## src/rtl/seg_check_pkg.sv

```systemverilog
package seg_check_pkg;
  localparam int SEL_W       = 16;
  localparam int TBL_LIM_W   = 16;
  localparam int DESC_W      = 64;
  localparam int ADDR_W      = 32;
  localparam int RAW_LIM_W   = 20;
  localparam int GRAN_SHIFT  = ADDR_W - RAW_LIM_W;
  localparam int ENTRY_SHIFT = 3;
  localparam int IDX_W       = SEL_W - ENTRY_SHIFT;
  localparam int PL_W        = 2;

  typedef enum logic [1:0] {
    FAULT_NONE = 2'd0,
    FAULT_GP   = 2'd1,
    FAULT_NP   = 2'd2,
    FAULT_SS   = 2'd3
  } fault_e;

  // strobes from control to datapath
  typedef struct packed {
    logic capture;
    logic finishDecode;
    logic finishFetch;
  } ctlStrobes_t;

  typedef struct packed {
    logic              valid;
    logic              isNull;
    logic              isStack;
    logic              expandDown;
    logic              writable;
    logic [ADDR_W-1:0] base;
    logic [ADDR_W-1:0] limit;
  } segCache_t;
endpackage

```

## src/rtl/seg_check_dp.sv

```systemverilog
module seg_check_dp
  import seg_check_pkg::*;
#(
  parameter int LEN_W = 2
) (
  input  logic                 clk,
  input  logic                 rstN,
  input  ctlStrobes_t          strobes,
  input  logic [SEL_W-1:0]     loadSel,
  input  logic [PL_W-1:0]      loadCpl,
  input  logic                 loadIsStack,
  input  logic [TBL_LIM_W-1:0] gdtLimit,
  input  logic [TBL_LIM_W-1:0] ldtLimit,
  input  logic [DESC_W-1:0]    memData,
  input  logic                 accReq,
  input  logic [ADDR_W-1:0]    accOffset,
  input  logic [LEN_W-1:0]     accLen,
  input  logic                 accWrite,
  output logic                 needFetch,
  output logic                 memTable,
  output logic [TBL_LIM_W-1:0] memOffset,
  output logic                 loadDone,
  output logic                 loadOk,
  output logic [1:0]           loadFault,
  output logic                 accDone,
  output logic                 accOk,
  output logic [1:0]           accFault,
  output logic [ADDR_W-1:0]    accLinear,
  output logic                 accMarkAccessed
);
  // captured request
  logic [SEL_W-1:0] selQ;
  logic [PL_W-1:0]  cplQ;
  logic             stackQ;

  always_ff @(posedge clk) begin
    if (!rstN) begin
      selQ   <= '0;
      cplQ   <= '0;
      stackQ <= 1'b0;
    end else if (strobes.capture) begin
      selQ   <= loadSel;
      cplQ   <= loadCpl;
      stackQ <= loadIsStack;
    end
  end

  // selector decode
  logic [PL_W-1:0]      selRpl;
  logic                 selTi;
  logic [IDX_W-1:0]     selIdx;
  logic                 selNull;
  logic [TBL_LIM_W:0]   entryEnd;
  logic [TBL_LIM_W-1:0] tblLimit;
  logic                 inRange;
  logic [1:0]           decodeFault;

  assign selRpl   = selQ[PL_W-1:0];
  assign selTi    = selQ[PL_W];
  assign selIdx   = selQ[SEL_W-1:ENTRY_SHIFT];
  assign selNull  = (selIdx == '0) && !selTi;
  assign entryEnd = {1'b0, selIdx, {ENTRY_SHIFT{1'b1}}};
  assign tblLimit = selTi ? ldtLimit : gdtLimit;
  assign inRange  = (entryEnd <= {1'b0, tblLimit});
  assign needFetch = !selNull && inRange;
  assign memTable  = selTi;
  assign memOffset = {selIdx, {ENTRY_SHIFT{1'b0}}};

  always_comb begin
    if (selNull) decodeFault = stackQ ? FAULT_GP : FAULT_NONE;
    else         decodeFault = FAULT_GP;
  end

  // descriptor verdict
  logic                 dPresent, dIsSeg, dIsCode, dBit42, dBit41, dGran;
  logic [PL_W-1:0]      dDpl;
  logic [RAW_LIM_W-1:0] dRawLim;
  logic [ADDR_W-1:0]    dLimit, dBase;
  logic [PL_W-1:0]      effLevel;
  logic                 dataOk, stackOk;
  logic [1:0]           descFault;
  logic                 unusedDescBits;

  assign dPresent = memData[47];
  assign dDpl     = memData[46:45];
  assign dIsSeg   = memData[44];
  assign dIsCode  = memData[43];
  assign dBit42   = memData[42];
  assign dBit41   = memData[41];
  assign dGran    = memData[55];
  assign dRawLim  = {memData[51:48], memData[15:0]};
  assign dBase    = {memData[63:56], memData[39:16]};
  assign unusedDescBits = ^{memData[54:52], memData[40]};

  assign dLimit   = dGran ? {dRawLim, {GRAN_SHIFT{1'b1}}} : ADDR_W'(dRawLim);
  assign effLevel = (cplQ > selRpl) ? cplQ : selRpl;
  assign dataOk   = dIsSeg && (!dIsCode || dBit41) && (dDpl >= effLevel);
  assign stackOk  = dIsSeg && !dIsCode && dBit41 && (dDpl == cplQ);

  always_comb begin
    if (!dPresent)    descFault = stackQ ? FAULT_SS : FAULT_NP;
    else if (stackQ)  descFault = stackOk ? FAULT_NONE : FAULT_GP;
    else              descFault = dataOk ? FAULT_NONE : FAULT_GP;
  end

  // load result and cache
  segCache_t cacheQ;

  always_ff @(posedge clk) begin
    if (!rstN) begin
      loadDone  <= 1'b0;
      loadOk    <= 1'b0;
      loadFault <= FAULT_NONE;
      cacheQ    <= '0;
    end else begin
      loadDone <= strobes.finishDecode || strobes.finishFetch;
      if (strobes.finishDecode) begin
        loadFault <= decodeFault;
        loadOk    <= (decodeFault == FAULT_NONE);
        if (decodeFault == FAULT_NONE) begin
          cacheQ        <= '0;
          cacheQ.valid  <= 1'b1;
          cacheQ.isNull <= 1'b1;
        end
      end else if (strobes.finishFetch) begin
        loadFault <= descFault;
        loadOk    <= (descFault == FAULT_NONE);
        if (descFault == FAULT_NONE) begin
          cacheQ.valid      <= 1'b1;
          cacheQ.isNull     <= 1'b0;
          cacheQ.isStack    <= stackQ;
          cacheQ.expandDown <= !dIsCode && dBit42;
          cacheQ.writable   <= !dIsCode && dBit41;
          cacheQ.base       <= dBase;
          cacheQ.limit      <= dLimit;
        end
      end
    end
  end

  // access check
  logic [ADDR_W:0] accEnd;
  logic            limFault, wrFault, anyFault;
  logic [1:0]      accCode;

  assign accEnd   = {1'b0, accOffset} + {{(ADDR_W + 1 - LEN_W){1'b0}}, accLen};
  assign limFault = cacheQ.expandDown
                  ? ((accOffset <= cacheQ.limit) || accEnd[ADDR_W])
                  : (accEnd > {1'b0, cacheQ.limit});
  assign wrFault  = accWrite && !cacheQ.writable;
  assign anyFault = !cacheQ.valid || cacheQ.isNull || limFault || wrFault;
  assign accCode  = !anyFault ? FAULT_NONE : (cacheQ.isStack ? FAULT_SS : FAULT_GP);

  always_ff @(posedge clk) begin
    if (!rstN) begin
      accDone         <= 1'b0;
      accOk           <= 1'b0;
      accFault        <= FAULT_NONE;
      accLinear       <= '0;
      accMarkAccessed <= 1'b0;
    end else begin
      accDone         <= accReq;
      accOk           <= accReq && !anyFault;
      accFault        <= accReq ? accCode : FAULT_NONE;
      accMarkAccessed <= accReq && !anyFault && accWrite;
      if (accReq) accLinear <= cacheQ.base + accOffset;
    end
  end
endmodule

```

## config.mk

```make
export PLATFORM = sky130hd
export DESIGN_NAME = seg_check_dp
export DESIGN_NICKNAME = d
export VERILOG_FILES = /design/src/rtl/seg_check_pkg.sv /design/src/rtl/seg_check_dp.sv
export SDC_FILE = /design/constraint.sdc
export NUM_CORES = 1
export LEC_CHECK = 0
export BUFFER_PORTS_ARGS = -buffer_cell sky130_fd_sc_hd__buf_2
export CAP_MARGIN = 20
export CELL_PAD_IN_SITES_DETAIL_PLACEMENT = 1
export CELL_PAD_IN_SITES_GLOBAL_PLACEMENT = 2
export CORE_MARGIN = 2
export CORE_UTILIZATION = 32
export CTS_BUF_LIST = sky130_fd_sc_hd__clkbuf_4 sky130_fd_sc_hd__clkbuf_8 sky130_fd_sc_hd__clkbuf_16
export CTS_CLUSTER_SIZE = 30
export DETAILED_ROUTE_END_ITERATION = 8
export HOLD_SLACK_MARGIN = 0.08
export PLACE_DENSITY_LB_ADDON = 0.15
export SYNTH_ARGS = -nofsm -noshare
export SYNTH_HDL_FRONTEND = slang
export SYNTH_SLANG_ARGS = --single-unit
```

## constraint.sdc

```tcl
create_clock -name clk -period 4.4 [get_ports clk]
set_clock_uncertainty 0.05 [all_clocks]
set_input_delay 0.88 -clock clk [delete_from_list [all_inputs] [get_ports clk]]
set_output_delay 0.88 -clock clk [all_outputs]
set_load 0.1 [all_outputs]
```

### Yosys cells after proc, flatten, opt, wreduce, memory -nomap -nowiden

Index checks and enable logic that the tools add are counted.

* add/subtract/negate cells: 2
* multipliers: 0
* divide/modulo/power cells: 0
* order comparisons: 5
* equal/unequal tests: 2
* shift operators: 0
* muxes and demuxes: 20
* bitwise gates (word level): 0
* reduce and logical (&&, ||, !) cells: 31

Operators with widths (count)
* $mux 69: 4
* $add 32x2->33: 1
* $gt 33x32->1: 1
* $add 32x32->32: 1
* $le 32x32->1: 1
* $mux 32: 1
* $le 16x16->1: 1
* $mux 16: 1
* $logic_not 13->1: 1
* $logic_and 1x1->1: 12
* $mux 2: 5
* $mux 1: 9
* $logic_not 1->1: 6
* $logic_or 1x1->1: 6
* $reduce_and 3->1: 2
* $logic_not 2->1: 2
* $reduce_bool 2->1: 2
* $eq 2x2->1: 1
* $ge 2x2->1: 1
* $gt 2x2->1: 1
* $ne 2x1->1 const B: 1

* register bits: 129
* latch bits: 0
* memory bits (writable): 0
* bits in read-only memories: 0
* input port bits: 156
* output and inout port bits: 59
* logic and storage cells: 78
* memories: 0

### Depth between registers and ports, before layout

* depth after elaboration: 11
* gate-level depth with buffers: 18
* gate-level depth less buffers: 17

### Worst setup path after synthesis

Ideal clock, no wire load.

* path type: flip-flop to output port
* from: register selQ[2]
* to: output needFetch
* arrival: 4.016 ns
* required time: 3.470 ns
* path slack: -0.546 ns
* cell stages (with the launch flop): 14
* buffers on the path: 2
* cells stage by stage: dfxtp_1 > clkbuf_1 > clkbuf_1 > mux2i_1 > ha_1 > nor2b_1 > o21a_1 > o21ai_1 > nand2b_1 > a21oi_1 > o21ai_1 > a221o_1 > a21oi_1 > o21a_1

* longest elaborated chain between the ends: 4
* elaborated cells on any way between the ends: 6
* classes of those cells: order compare (1); mux (1); reduce/logical (4)

Ends and longest elaborated chain
* start: declaration: line seg_check_dp.sv:32 `logic [SEL_W-1:0] selQ;`
* start signal: assignment: line seg_check_dp.sv:42 `selQ <= loadSel;`
* parallel branches: the longest is 3 deep, another holds $le 16x16->1
* $logic_and 1x1->1 (*): line seg_check_dp.sv:65 `assign needFetch = !selNull && inRange;`
* end: declaration: line seg_check_dp.sv:19 `output logic needFetch,`

Mark *: on every way between the ends.

### Worst setup path in the final report

Same ends and word-level chain as after synthesis.

==> reports/results.txt <==
status -> complete, no violations
Detail Route Antenna Nets -> 0
Hold Crit Class -> reg -> reg
grt ovf -> 0
reg2reg end -> cacheQ[42]
Worst path depth -> 12
Clock Pin Slew Worst Setup and Hold Paths -> 0.07 ns
RePlAce Congestion -> 0.813
Die Ht -> 173 µm
Reg-to-Reg Start -> cplQ[1]
fraction of layout cells with a size suffix above 1 -> 22.3%
Worst Tran Pin Value -> 0.825 ns
CP delay by family, top -> compound AO/OA/AOI/OAI gates
cts bufs inserted -> 17
Ys Warns -> 0
clk buf depth -> 2
R2R depth -> 16
endpoints failing setup -> 0
Die Span X -> 173 µm
CP Launch Type -> register
Post-CTS Setup Bufs -> 0
Register Area -> 0.00258 mm²
post-synthesis sequential area ratio -> 28.2%
initial antenna violation count -> 12
Critical Path Source -> selQ[2]
Critical Path End -> needFetch
clock latency on the worst-skew pair -> 0.43 ns
Rel. slew slack -> 44.9%
setup TNS -> 0 ns
Tot Pwr -> 3620 µW
die area -> 0.0300 mm²
Core Box Area -> 0.0280 mm²
clock root cell -> clkbuf_16
post-DR vias/cell -> 5.11
max-cap violations -> 0
aggregate global-route resource usage -> 20.1%
dpl hpwl -> 23500 µm
cts repair resizes -> 0
WHS Path Cells -> 2
DRC -> 0
pwr dens -> 325 mW/mm²
cell row count -> 61
Slew Limit Fails -> 0
fraction of the cycle the final worst path needs -> 91.3%
crit-path cells -> mux2i_1, ha_1, nor2b_1, o21a_1, o21ai_1, nand2b_1, a21oi_1, o21ai_1, a221o_1, a21oi_1, o21a_2, buf_12
first-pass GRT wire length -> 48300 µm
fin nets -> 1578
largest net degree at the start of global routing -> 70
Critical Path RT -> 3.47 ns
multi-input logic area -> 0.00606 mm²
vias in the first global route -> 8970
Starting Density -> 32.7%
port bufs -> 207
synth unique cells -> 67
Post-Syn Instances -> 1120
Syn Std Cell Area -> 0.00916 mm²
hold_buf cts -> 0
R2R Setup Slk -> 1.12 ns
wire per inst -> 17.8 µm
DR iter-0 viols -> 312
Avg Inst Size Synth -> 8.18 µm²
H-tree levels -> 4
RSZ-0062 raised after global routing -> false
Layout area overhead -> 21.8%
kind of critical path -> reg -> out
Leak Pwr -> 0.00494 µW
endpoints failing hold -> 0
Seq cells post-synth -> 129
Crit Path Max Fanout -> 18
Ports -> 215
ys flop type -> dfxtp_1
clk sink count -> 129
buffers and inverters on the worst path -> 1
Post-synth ARST share -> 0%
Worst path slowest cell -> dfxtp_2
CTS tree -> done
drt first pass iters -> 4
Achievable Freq -> 249 MHz
minimum clock period -> 4.02 ns
Hold Worst Slack -> 0.400 ns
fill count -> 3441
CP endpoint kind -> primary output
Worst VDD drop -> 0.000184 V
number of synthesized flops with an enable pin -> 0
CP max stage delay -> 0.63 ns
routed via count -> 8688
WL final -> 30200 µm
CP Data Arrival Time -> 3.09 ns
-- worst register-to-register path, delay by kind of cell (launching register included) --
family | cells | cell delay (ns)
flip-flops | 1 | 0.40
multiplexers | 1 | 0.37
AO/OA/AOI/OAI | 6 | 0.89
adder cells (fa/ha/maj) | 2 | 0.55
buffers and inverters | 2 | 0.36
AND/OR/NAND/NOR | 5 | 0.59
-- placed cells by master, fill, tap and decap left out, drive strengths merged, types with 4 or more instances in the layout --
master	netlist	layout
a21oi	122	122
ha	115	115
o21a	12	12
xor2	14	14
or2	4	4
nor4	6	6
inv	56	60
nor3	15	15
mux2i	49	49
and4	7	7
a2111oi	4	4
nand2b	8	8
clkbuf	42	18
clkinvlp	0	4
o211ai	16	16
dfxtp	129	129
o21ai	34	34
nor2	85	85
a21o	37	37
a211oi	9	9
xnor2	40	40
or3	7	7
nand2	105	105
nand4	30	30
o21bai	4	4
nand3	72	72
nor2b	11	11
clkinv	0	5
a31oi	7	7
mux2	10	10
and3	8	8
buf	25	231
-- per-stage QoR --
step           area, µm²  cells  setup slack [ns]  util [%]
2_1_floorplan       9170   1122            0.0319         -
3_3_place_gp       10600   1664           -0.0188      37.8
3_5_place_dp       10600   1664           -0.0572      37.8
4_1_cts            11100   1696             0.297      39.8
5_1_grt            11100   1697             0.120      39.8
6_report           11200   1699             0.382      39.8
-- routing by layer --
metal / vias to the layer above / part of all wire, % / GRT usage, %
met3: 39 / 6.2 / 5.72
met1: 4056 / 47 / 26.5
met5: - / 0.29 / 0
li1: 4379 / - / -
met4: 16 / 1.3 / 4.24
met2: 198 / 45 / 32.8
-- Yosys cell counts, types with 16 or more instances --
master    number  area (µm²)
inv_1         55         206
o21ai_1       18        90.1
nand4_1       30         188
xnor2_1       40         350
a21oi_1      120         601
nand2_1      105         394
buf_4         16         120
mux2i_1       49         490
clkbuf_1      42         158
nand3_1       72         360
a21o_1        37         278
ha_1         115        1440
dfxtp_1      129        2580
nor2_1        85         319
-- worst min path at each step --
| stage | slack [ns] | from | endpoint |
|---|---|---|---|
| after detailed placement | 0.40 | cacheQ[26] | cacheQ[26] |
| final | 0.40 | cacheQ[66] | cacheQ[66] |
| after global placement | 0.39 | cacheQ[13] | cacheQ[13] |
| after global routing | 0.42 | cacheQ[7] | cacheQ[7] |
| after floorplan | 0.38 | cacheQ[64] | cacheQ[64] |
| after CTS | 0.40 | cacheQ[26] | cacheQ[26] |
-- cell type report --
cell class                 instances  share of cell area [%]
tap                              378                    4.24
sequential                       129                    23.2
multi-input combinational        870                    54.3
timing repair buffer             231                    11.3
inverter                          56                    1.91
clock inverter                    14                    1.18
antenna                            3                  0.0673
clock buffer                      18                    3.88
-- cells by family (layout without fill, tap and decap cells) --
logic type | Yosys count | in the layout | share of synthesized area (%)
buf+inv | 123 | 319 | 5.90
compound gates | 268 | 268 | 18.7
mux | 59 | 59 | 6.58
simple gates | 369 | 369 | 19.3
fa+ha+maj | 117 | 117 | 16.1
other cells | 1 | 6 | 0.0409
flops | 129 | 129 | 28.2
xor+xnor | 54 | 54 | 5.16
-- flip-flops by register name, summed over array words and instances, names as in the netlist --
name             flops
loadDone             1
cacheQ              69
cplQ                 2
stackQ               1
accFault             2
accLinear           32
accDone              1
accMarkAccessed      1
loadFault            2
accOk                1
loadOk               1
selQ                16
-- where the power goes --
group	internal (µW)	total, µW	switching [µW]
registers	1230	1260	39.5
logic	309	962	653
clock network	790	1390	604
Power figures use the tool's default switching activity.
